===== config.mk =====
export PLATFORM = sky130hd
export DESIGN_NAME = stall_dma_ctrl
export DESIGN_NICKNAME = d
export VERILOG_FILES = /design/src/rtl/dma_pkg.sv /design/src/rtl/dma_phase_gen.sv /design/src/rtl/dma_sample_eng.sv /design/src/rtl/dma_copy_eng.sv /design/src/rtl/stall_dma_ctrl.sv
export SDC_FILE = /design/constraint.sdc
export NUM_CORES = 1
export LEC_CHECK = 0
export ABC_CLOCK_PERIOD_IN_PS = 3000
export BUFFER_PORTS_ARGS = -buffer_cell sky130_fd_sc_hd__buf_2
export CORE_ASPECT_RATIO = 2
export CORE_MARGIN = 3
export CORE_UTILIZATION = 24
export CTS_CLUSTER_SIZE = 10
export DETAILED_ROUTE_END_ITERATION = 10
export HOLD_SLACK_MARGIN = 0.12
export PLACE_DENSITY = 0.52
export SLEW_MARGIN = 20
export SYNTH_ARGS = -nofsm -noshare
export SYNTH_HDL_FRONTEND = slang
export SYNTH_HIERARCHICAL = 1
export SYNTH_SLANG_ARGS = --single-unit

===== constraint.sdc =====
create_clock -name clk -period 3 [get_ports clk]
set_clock_uncertainty 0.2 [all_clocks]
set_input_delay 0.15 -clock clk [delete_from_list [all_inputs] [get_ports clk]]
set_output_delay 0.15 -clock clk [all_outputs]
set_load 0.02 [all_outputs]

===== src/rtl/dma_pkg.sv =====
package dma_pkg;

    typedef enum logic {
        PH_GET = 1'b0,
        PH_PUT = 1'b1
    } phase_e;

    typedef enum logic [1:0] {
        CP_HALT  = 2'd0,
        CP_ALIGN = 2'd1,
        CP_READ  = 2'd2,
        CP_WRITE = 2'd3
    } copy_st_e;

    typedef enum logic [1:0] {
        SM_WAIT  = 2'd0,
        SM_DUMMY = 2'd1,
        SM_ALIGN = 2'd2,
        SM_READ  = 2'd3
    } smp_st_e;

    localparam int OP_W       = 4;
    localparam int OP_IDLE_B  = 0;
    localparam int OP_SRD_B   = 1;
    localparam int OP_CRD_B   = 2;
    localparam int OP_CWR_B   = 3;

endpackage


===== src/rtl/dma_phase_gen.sv =====
module dma_phase_gen
    import dma_pkg::*;
(
    input  logic   clk,
    input  logic   rst,
    output phase_e phase
);

    phase_e phase_q;

    always_ff @(posedge clk) begin
        if (rst) begin
            phase_q <= PH_GET;
        end else begin
            phase_q <= (phase_q == PH_GET) ? PH_PUT : PH_GET;
        end
    end

    assign phase = phase_q;

endmodule


===== src/rtl/dma_sample_eng.sv =====
module dma_sample_eng
    import dma_pkg::*;
#(
    parameter int ADDR_W = 16
) (
    input  logic              clk,
    input  logic              rst,
    input  phase_e            phase,
    input  logic              req,
    input  logic [ADDR_W-1:0] req_addr,
    input  logic              req_kind,
    input  logic              done,
    output logic              run,
    output logic              rd_req,
    output logic [ADDR_W-1:0] rd_addr,
    output logic              active
);

    logic              active_q, active_n;
    smp_st_e           st_q, st_n, st_cur;
    logic [ADDR_W-1:0] addr_q, addr_n, addr_cur;
    logic              kind_q, kind_n, kind_cur;

    // current view: a new request behaves as a WAIT state this cycle
    always_comb begin
        run      = active_q || req;
        st_cur   = active_q ? st_q : SM_WAIT;
        addr_cur = active_q ? addr_q : req_addr;
        kind_cur = active_q ? kind_q : req_kind;
    end

    // next-state logic
    always_comb begin
        active_n = active_q;
        st_n     = st_q;
        addr_n   = addr_q;
        kind_n   = kind_q;
        if (run) begin
            active_n = 1'b1;
            addr_n   = addr_cur;
            kind_n   = kind_cur;
            unique case (st_cur)
                SM_WAIT: begin
                    st_n = (logic'(phase) == kind_cur) ? SM_DUMMY : SM_WAIT;
                end
                SM_DUMMY: begin
                    st_n = (phase == PH_PUT) ? SM_READ : SM_ALIGN;
                end
                SM_ALIGN: begin
                    st_n = SM_READ;
                end
                SM_READ: begin
                    if (done) begin
                        active_n = 1'b0;
                        st_n     = SM_WAIT;
                    end
                end
            endcase
        end
    end

    // state register
    always_ff @(posedge clk) begin
        if (rst) begin
            active_q <= 1'b0;
            st_q     <= SM_WAIT;
            addr_q   <= '0;
            kind_q   <= 1'b0;
        end else begin
            active_q <= active_n;
            st_q     <= st_n;
            addr_q   <= addr_n;
            kind_q   <= kind_n;
        end
    end

    // outputs
    always_comb begin
        rd_req  = run && (st_cur == SM_READ);
        rd_addr = rd_req ? addr_cur : '0;
        active  = active_q;
    end


    smp_halt_phase_chk: assert property (@(posedge clk) disable iff (rst)
        (run && st_cur == SM_WAIT && logic'(phase) == kind_cur)
            |=> (active_q && st_q == SM_DUMMY));


    smp_ignore_req_chk: assert property (@(posedge clk) disable iff (rst)
        (active_q && st_q != SM_READ) |=> (active_q && $stable(addr_q)));


    smp_dummy_put_chk: assert property (@(posedge clk) disable iff (rst)
        (active_q && st_q == SM_DUMMY && phase == PH_PUT) |=> (st_q == SM_READ));

endmodule


===== src/rtl/dma_copy_eng.sv =====
module dma_copy_eng
    import dma_pkg::*;
#(
    parameter int PAGE_W = 8,
    parameter int IDX_W  = 8,
    parameter int DATA_W = 8
) (
    input  logic                    clk,
    input  logic                    rst,
    input  phase_e                  phase,
    input  logic                    hold,
    input  logic                    pend_valid,
    input  logic [PAGE_W-1:0]       pend_page,
    input  logic                    done,
    input  logic [DATA_W-1:0]       rdata,
    output logic                    start,
    output logic                    run,
    output logic                    rd_req,
    output logic                    wr_req,
    output logic [PAGE_W+IDX_W-1:0] rd_addr,
    output logic [DATA_W-1:0]       wr_data,
    output logic                    active
);

    localparam logic [IDX_W-1:0] IDX_LAST = '1;

    logic              active_q, active_n;
    copy_st_e          st_q, st_n, st_cur;
    logic [PAGE_W-1:0] page_q, page_n, page_cur;
    logic [IDX_W-1:0]  idx_q, idx_n;
    logic [DATA_W-1:0] latch_q, latch_n;

    always_comb begin
        start    = !hold && !active_q && pend_valid;
        run      = !hold && (active_q || pend_valid);
        st_cur   = active_q ? st_q : CP_HALT;
        page_cur = active_q ? page_q : pend_page;
    end

    // next-state logic
    always_comb begin
        active_n = active_q;
        st_n     = st_q;
        page_n   = page_q;
        idx_n    = idx_q;
        latch_n  = latch_q;
        if (run) begin
            active_n = 1'b1;
            page_n   = page_cur;
            if (start) begin
                idx_n = '0;
            end
            unique case (st_cur)
                CP_HALT: begin
                    st_n = (phase == PH_GET) ? CP_ALIGN : CP_READ;
                end
                CP_ALIGN: begin
                    st_n = CP_READ;
                end
                CP_READ: begin
                    if (done) begin
                        latch_n = rdata;
                        st_n    = CP_WRITE;
                    end
                end
                CP_WRITE: begin
                    if (done) begin
                        idx_n = idx_q + 1'b1;
                        if (idx_q == IDX_LAST) begin
                            active_n = 1'b0;
                            st_n     = CP_HALT;
                        end else begin
                            st_n = CP_READ;
                        end
                    end
                end
            endcase
        end
    end

    // state register
    always_ff @(posedge clk) begin
        if (rst) begin
            active_q <= 1'b0;
            st_q     <= CP_HALT;
            page_q   <= '0;
            idx_q    <= '0;
            latch_q  <= '0;
        end else begin
            active_q <= active_n;
            st_q     <= st_n;
            page_q   <= page_n;
            idx_q    <= idx_n;
            latch_q  <= latch_n;
        end
    end

    // outputs
    always_comb begin
        rd_req  = run && (st_cur == CP_READ);
        wr_req  = run && (st_cur == CP_WRITE);
        rd_addr = rd_req ? {page_q, idx_q} : '0;
        wr_data = wr_req ? latch_q : '0;
        active  = active_q;
    end


    copy_hold_chk: assert property (@(posedge clk) disable iff (rst)
        (hold && active_q) |=> (active_q && $stable(idx_q) && $stable(st_q) && $stable(page_q)));


    copy_wrap_end_chk: assert property (@(posedge clk) disable iff (rst)
        (wr_req && done && idx_q == IDX_LAST) |=> (!active_q && idx_q == '0));


    copy_idx_step_chk: assert property (@(posedge clk) disable iff (rst)
        (wr_req && done && idx_q != IDX_LAST) |=> (idx_q == $past(idx_q) + 1'b1 && st_q == CP_READ));

endmodule


===== src/rtl/stall_dma_ctrl.sv =====
module stall_dma_ctrl
    import dma_pkg::*;
#(
    parameter int PAGE_W = 8,
    parameter int IDX_W  = 8,
    parameter int DATA_W = 8
) (
    input  logic                    clk,
    input  logic                    rst,
    input  logic                    copy_req,
    input  logic [PAGE_W-1:0]       copy_page,
    input  logic                    smp_req,
    input  logic [PAGE_W+IDX_W-1:0] smp_addr,
    input  logic                    smp_kind,
    input  logic                    bus_done,
    input  logic [DATA_W-1:0]       bus_rdata,
    output logic                    cpu_stall,
    output logic                    dma_busy,
    output logic [OP_W-1:0]         bus_op,
    output logic [PAGE_W+IDX_W-1:0] bus_addr,
    output logic [DATA_W-1:0]       bus_wdata
);

    localparam int ADDR_W = PAGE_W + IDX_W;

    phase_e            phase;
    logic              pend_v;
    logic [PAGE_W-1:0] pend_pg;

    logic              sm_run, sm_rd, sm_active;
    logic [ADDR_W-1:0] sm_addr;
    logic              cp_start, cp_run, cp_rd, cp_wr, cp_active;
    logic [ADDR_W-1:0] cp_addr;
    logic [DATA_W-1:0] cp_wdata;

    dma_phase_gen u_phase (
        .clk   (clk),
        .rst   (rst),
        .phase (phase)
    );

    dma_sample_eng #(
        .ADDR_W (ADDR_W)
    ) u_smp (
        .clk      (clk),
        .rst      (rst),
        .phase    (phase),
        .req      (smp_req),
        .req_addr (smp_addr),
        .req_kind (smp_kind),
        .done     (bus_done),
        .run      (sm_run),
        .rd_req   (sm_rd),
        .rd_addr  (sm_addr),
        .active   (sm_active)
    );

    dma_copy_eng #(
        .PAGE_W (PAGE_W),
        .IDX_W  (IDX_W),
        .DATA_W (DATA_W)
    ) u_copy (
        .clk        (clk),
        .rst        (rst),
        .phase      (phase),
        .hold       (sm_run),
        .pend_valid (pend_v),
        .pend_page  (pend_pg),
        .done       (bus_done),
        .rdata      (bus_rdata),
        .start      (cp_start),
        .run        (cp_run),
        .rd_req     (cp_rd),
        .wr_req     (cp_wr),
        .rd_addr    (cp_addr),
        .wr_data    (cp_wdata),
        .active     (cp_active)
    );

    // pending copy register: a new request wins over consumption
    always_ff @(posedge clk) begin
        if (rst) begin
            pend_v  <= 1'b0;
            pend_pg <= '0;
        end else if (copy_req) begin
            pend_v  <= 1'b1;
            pend_pg <= copy_page;
        end else if (cp_start) begin
            pend_v  <= 1'b0;
        end
    end

    // bus and status outputs
    always_comb begin
        cpu_stall = sm_run || cp_run;
        dma_busy  = pend_v || cp_active || sm_active;
        bus_op    = '0;
        bus_addr  = '0;
        bus_wdata = '0;
        if (sm_rd) begin
            bus_op[OP_SRD_B] = 1'b1;
            bus_addr         = sm_addr;
        end else if (cp_rd) begin
            bus_op[OP_CRD_B] = 1'b1;
            bus_addr         = cp_addr;
        end else if (cp_wr) begin
            bus_op[OP_CWR_B] = 1'b1;
            bus_wdata        = cp_wdata;
        end else begin
            bus_op[OP_IDLE_B] = 1'b1;
        end
    end


    bus_op_onehot_chk: assert property (@(posedge clk) disable iff (rst)
        $onehot(bus_op));


    stall_when_active_chk: assert property (@(posedge clk) disable iff (rst)
        (cp_active || sm_active) |-> cpu_stall);


    busy_pending_chk: assert property (@(posedge clk) disable iff (rst)
        (copy_req && !sm_run) |=> dma_busy);


    phase_flip_chk: assert property (@(posedge clk) disable iff (rst)
        (phase == PH_GET) |=> (phase == PH_PUT));

endmodule


# After elaboration in Yosys (flattened, before gate mapping)
# Index checks and enable logic that the tools add are counted.
[word_totals] register_bits=57 elab_cells=81 in_bits=38
[op_classes] n_reduce_logical=19 n_bitwise=1 n_eq_ne=11 muxes=37 add_sub_neg=1
[op_table] cell="$mux 16" count=3
[op_table] cell="$mux 8" count=6
[op_table] cell="$mux 1" count=18
[op_table] cell="$mux 2" count=8
[op_table] cell="$pmux 2 s4" count=2
[op_table] cell="$add 8x1->8 const B" count=1
[op_table] cell="$eq 2x2->1 const B" count=4
[op_table] cell="$eq 8x8->1 const B" count=1
[op_table] cell="$logic_and 1x1->1" count=6
[op_table] cell="$ne 2x2->1 const B" count=3
[op_table] cell="$reduce_and 3->1" count=2
[op_table] cell="$eq 2x1->1 const B" count=2
[op_table] cell="$logic_not 2->1" count=2
[op_table] cell="$logic_or 1x1->1" count=4
[op_table] cell="$reduce_and 2->1" count=2
[op_table] cell="$logic_not 1->1" count=2
[op_table] cell="$reduce_bool 2->1" count=1
[op_table] cell="$eq 1x1->1" count=1
[op_table] cell="$not 1->1" count=1

# Longest topological paths before layout
[logic_depth] word_depth=7 ltp_mapped=11

# By module
# Netlist, hierarchy kept.
[by_module_without_submodules] module="dma_copy_eng" area_each_um2=1398.8 cells_per_inst=166 seq_area_each_um2=540.5 n_inst=1
[by_module_without_submodules] module="dma_sample_eng" area_each_um2=1027.2 cells_per_inst=138 seq_area_each_um2=400.4 n_inst=1
[by_module_without_submodules] module="stall_dma_ctrl" area_each_um2=609.3 cells_per_inst=64 seq_area_each_um2=180.2 n_inst=1
[by_module_without_submodules] module="dma_phase_gen" area_each_um2=23.8 cells_per_inst=2 seq_area_each_um2=20.0 n_inst=1

# Worst setup path after synthesis
# OpenSTA, ideal clock, no wires.
[synth_timing] path_type="register to output" startpoint="reg u_smp.active_q, in the netlist u_smp/active" endpoint="out bus_addr[10]" n_path_buf=6 stages_incl_launch_ff=12 required_ps=2650 arrival_time_ps=2231 path_slack_ps=419 cell_sequence="dfxtp_1 -> buf_2 -> buf_2 -> and2_1 -> ha_1 -> clkbuf_1 -> and2_1 -> buf_6 -> nor2b_4 -> buf_6 -> buf_12 -> a22o_1"
[synth_via] word_cells_on_any_way=10 classes_between="eq/ne (1); mux (4); reduce/logical (5)"
[synth_lines] item="start: declaration" line_no="dma_sample_eng.sv:19" text="logic active_q, active_n;"
[synth_lines] item="start signal: assignment" line_no="dma_sample_eng.sv:70" text="active_q <= active_n;"
[synth_lines] item="$mux 2" line_no="dma_sample_eng.sv:27" text="st_cur = active_q ? st_q : SM_WAIT;"
[synth_lines] item="$eq 2x2->1" line_no="dma_sample_eng.sv:79" text="rd_req = run && (st_cur == SM_READ);"
[synth_lines] item="$logic_and 1x1->1 *" line_no="dma_sample_eng.sv:79"
[synth_lines] item="net sm_rd" line_no="stall_dma_ctrl.sv:30" text="logic sm_run, sm_rd, sm_active;"
[synth_lines] item="$mux 16 *" line_no="stall_dma_ctrl.sv:100" text="if (sm_rd) begin"
[synth_lines] item="end: declaration" line_no="stall_dma_ctrl.sv:20" text="output logic [PAGE_W+IDX_W-1:0] bus_addr,"
# Mark *: on every way through the listed nets, which the timed path passes. The rest lies on a longest branch.

# Final worst setup path
[layout_timing] startpoint="reg u_smp.active_q, in the netlist u_smp/active" endpoint="out bus_addr[0]"
[layout_via] elab_chain_len=6 word_cells_on_any_way=10 classes_between="eq/ne (1); mux (4); reduce/logical (5)"
[layout_rtl] item="$logic_or 1x1->1" line_no="dma_sample_eng.sv:26" text="run = active_q || req;"
[layout_rtl] item="net sm_run" line_no="stall_dma_ctrl.sv:30"
[layout_rtl] item="$logic_not 1->1" line_no="dma_copy_eng.sv:35" text="run = !hold && (active_q || pend_valid);"
[layout_rtl] item="$logic_and 1x1->1" line_no="dma_copy_eng.sv:35"
[layout_rtl] item="$logic_and 1x1->1" line_no="dma_copy_eng.sv:100" text="rd_req = run && (st_cur == CP_READ);"
[layout_rtl] item="net cp_rd" line_no="stall_dma_ctrl.sv:32" text="logic cp_start, cp_run, cp_rd, cp_wr, cp_active;"
[layout_rtl] item="$mux 16" line_no="stall_dma_ctrl.sv:103" text="end else if (cp_rd) begin"
[layout_rtl] item="$mux 16" line_no="stall_dma_ctrl.sv:100"
# The timed path passes the listed nets, and every way through them passes these cells.

==> run summary <==
Setup repair after global routing left no endpoint under its margin. The max capacitance violation total is 0. The clock root buffer was clkbuf_16. After detailed routing, the average wire length per cell comes to 14.7 um. Counting tap cells, the placed design contains a total of 566 instances. The top-level I/O count is 68.

At the end of routability-driven placement, the weighted congestion stood at 0.765. For this run, design rule violations remaining after detail routing come to 0. The maximum net fanout on the critical path was 17. From left edge to right edge, the die measures 85.8 um. Counting every sink on the clock net gives 57. Post-layout net count: 521. The end-of-flow core utilization was 0.349; the pin count of the biggest net entering global routing was 37.

The worst slew margin relative to its limit was 0.524; the endpoint required time on the critical path was 2.65 ns. Counting distinct cell types in the post-synthesis netlist gives 54. Using the TritonRoute via totals, the vias-per-cell ratio works out to 4.71.

The per-instance average area after synthesis was 8.27 sq um. The cell count after synthesis came out at 370. For the finished layout, the period the worst path requires is 2.63 ns. TritonCTS built the clock tree. The number of nets handed over by synthesis was 410.

The floorplan step defined a die boundary enclosing 14200 sq um. The number of flops mapped to enable cells by yosys was 0. Across all hold checks on the routed design, the worst slack comes to 0.150 ns.

For this design, the CTS-stage hold fixing added 51 buffers. The run gives 57 as the site row count. Ranked by instance count, the synthesized netlist is headed by 64 x nand2_1, 57 x dfxtp_1, 36 x a21oi_1, 34 x and2_1, 28 x nor2_1. Cell area power density: 494 nW/um^2.

For this run, the number of Yosys warnings is 6. After synthesis the netlist holds a flip-flop and latch count of 57. The number of antenna violations at the first check in global routing was 0; the final count of negative-setup-slack endpoints was 0.

In the synthesized netlist the dominant register cell turns out to be dfxtp_1. The number of clock buffers added by TritonCTS is 9. The H-tree was split into 3 levels. The tools report the total count of max-transition violations in the final report as 0. The first global-routing pass estimated 15.3 mm of wire.

The data arrival time of the critical path was 2.28 ns; the vertical die dimension was 166 um. The clock reaches the later pin of the worst-skew pair after 0.33 ns. Path type of the worst setup path: reg2out. The worst reg-to-reg setup slack was 0.48 ns. The most common cell in the synthesized netlist is nand2_1. The tools report the post-route total power as 2.13 mW. For the maximum achievable frequency, the log shows 380 MHz. The worst register-to-register path has a depth of 6.

The register area share after synthesis is 0.373. Clock-pin slew was measured on the worst setup and hold paths at 0.05 ns. The buffer depth of the longest clock path is 2, and the async set or reset register ratio after synthesis is 0. Summed over all failing endpoints, the final setup total negative slack is 0 ns. After synthesis, the cell types taking the most area are dfxtp_1 37%, nand2_1 7.9%, and2_1 7.0%. In this run the tool buffered the top-level ports with 67 buffer cells.

Of all cell types, the one taking the most synthesized area is dfxtp_1. The run finished with clean final reports. The measured slew at the worst slew-check pin was 0.714 ns. The tools report the sort of element at the start of the critical path as a flip-flop. The post-synthesis instance area is 3060 sq um. Category of the worst setup path capture point: an output pin. VDD sags by at most 226 uV. Detailed placement ended at an HPWL of 6.57 mm. The number of cells on the worst hold path works out to 2.

The finished layout holds 633 standard cells, fillers aside. The number of gates resized after cts is 0, and the count of buffers added by post-CTS timing repair for setup is 0. The routed via count was 2980; the aggregate routed wire length was 9.31 mm. For the number of global-route vias before repair, the log shows 3097. Portion of synthesized cell area occupied by the leading cell type: 0.373. The initial core utilization is 0.248. The fraction of layout cells with a size suffix above 1 works out to 0.222. After floorplanning, the core was sized to cover 12300 sq um. The area added between synthesis and finish came out at 40.7%. The count of nets left with antenna violations once routing finished came out at 0.

The repair_antennas step left the layout with diodes totalling 0. The min-delay analysis places its worst path in the category in2reg. The starting DRC count in detailed routing is 115, and the final number of hold-violating endpoints is 0. The total overflow reported by the global router is 0, and the final worst-path cycle share is 0.877. For the all-layer global routing usage, the log shows 0.139.

The pre-antenna-repair detailed-routing pass consisted of 4 iterations. The static power due to leakage is 1.74 nW.
-- flip-flops by register name, indices dropped and copies added, names as in the netlist, 2 cells and up --
| name | flops |
|---|---|
| u_copy/st_q | 2 |
| u_smp/addr_q | 16 |
| u_copy/idx_q | 8 |
| pend_pg | 8 |
| u_smp/st_q | 2 |
| u_copy/page_q | 8 |
| u_copy/latch_q | 8 |
-- layout by cell type (no fill, tap or decap), drive strengths merged, types with 3 or more instances in the layout --
cell type / count
nor3: 7
inv: 8
clkbuf: 9
a22o: 16
nor3b: 3
and3: 4
o21ai: 5
a21boi: 16
buf: 76
mux2i: 18
nand3: 12
dfxtp: 57
nor2: 29
and2: 35
nand2: 65
dlygate4sd3: 51
or2: 3
a21oi: 36
nand2b: 4
-- power breakdown --
group          leakage, nW  internal [mW]  switching, mW
Sequential           0.465          0.786         0.0225
Clock                0.153          0.733          0.381
Combinational         1.13          0.105         0.0986
-- kinds of logic (layout without fill, tap and decap cells) --
| group | Yosys count | after routing | share of synthesized area |
|---|---|---|---|
| compound gates | 85 | 85 | 0.189 |
| fa+ha+maj | 2 | 2 | 0.00818 |
| buf+inv | 33 | 149 | 0.0671 |
| flops | 57 | 57 | 0.373 |
| mux | 18 | 18 | 0.0589 |
| simple gates | 175 | 175 | 0.303 |
-- through the flow --
step / area [sq um] / worst slack [ns]
2_1_floorplan: 3060 / 0.419
3_3_place_gp: 3470 / 0.724
3_5_place_dp: 3470 / 0.689
4_1_cts: 4310 / 0.316
5_1_grt: 4310 / 0.205
6_report: 4310 / 0.368
-- routing by layer --
metal	vias to the layer above	GRT usage	share of wire
li1	1490	-	-
met3	15	0.0258	0.031
met5	-	0	0
met4	0	0.0682	0.024
met2	56	0.270	0.59
met1	1419	0.132	0.36
-- final timing paths --
kind,startpoint,end
hold / removal,rst,u_phase/phase
hold reg to reg,u_copy/latch_q[1],u_copy/latch_q[1]
setup reg to reg,u_smp/active,u_copy/latch_q[0]
setup / recovery,u_smp/active,bus_addr[0]
-- critical path: stages, from the launching register on --
cell      delay (ns)
dfxtp_1         0.35
or2_1           0.25
and4bb_1        0.49
nor2b_4         0.49
a22o_1          0.21
buf_2           0.16
-- cell type report --
type,count,area [sq um]
clock buffers,9,225
repair buffers,127,913
fillers,1266,8030
inverters,6,22.5
well taps,147,184
flip-flops and latches,57,1140
clock inverters,7,101
multi-input cells,280,1720
Note: power is estimated with default switching activity, not from simulation.
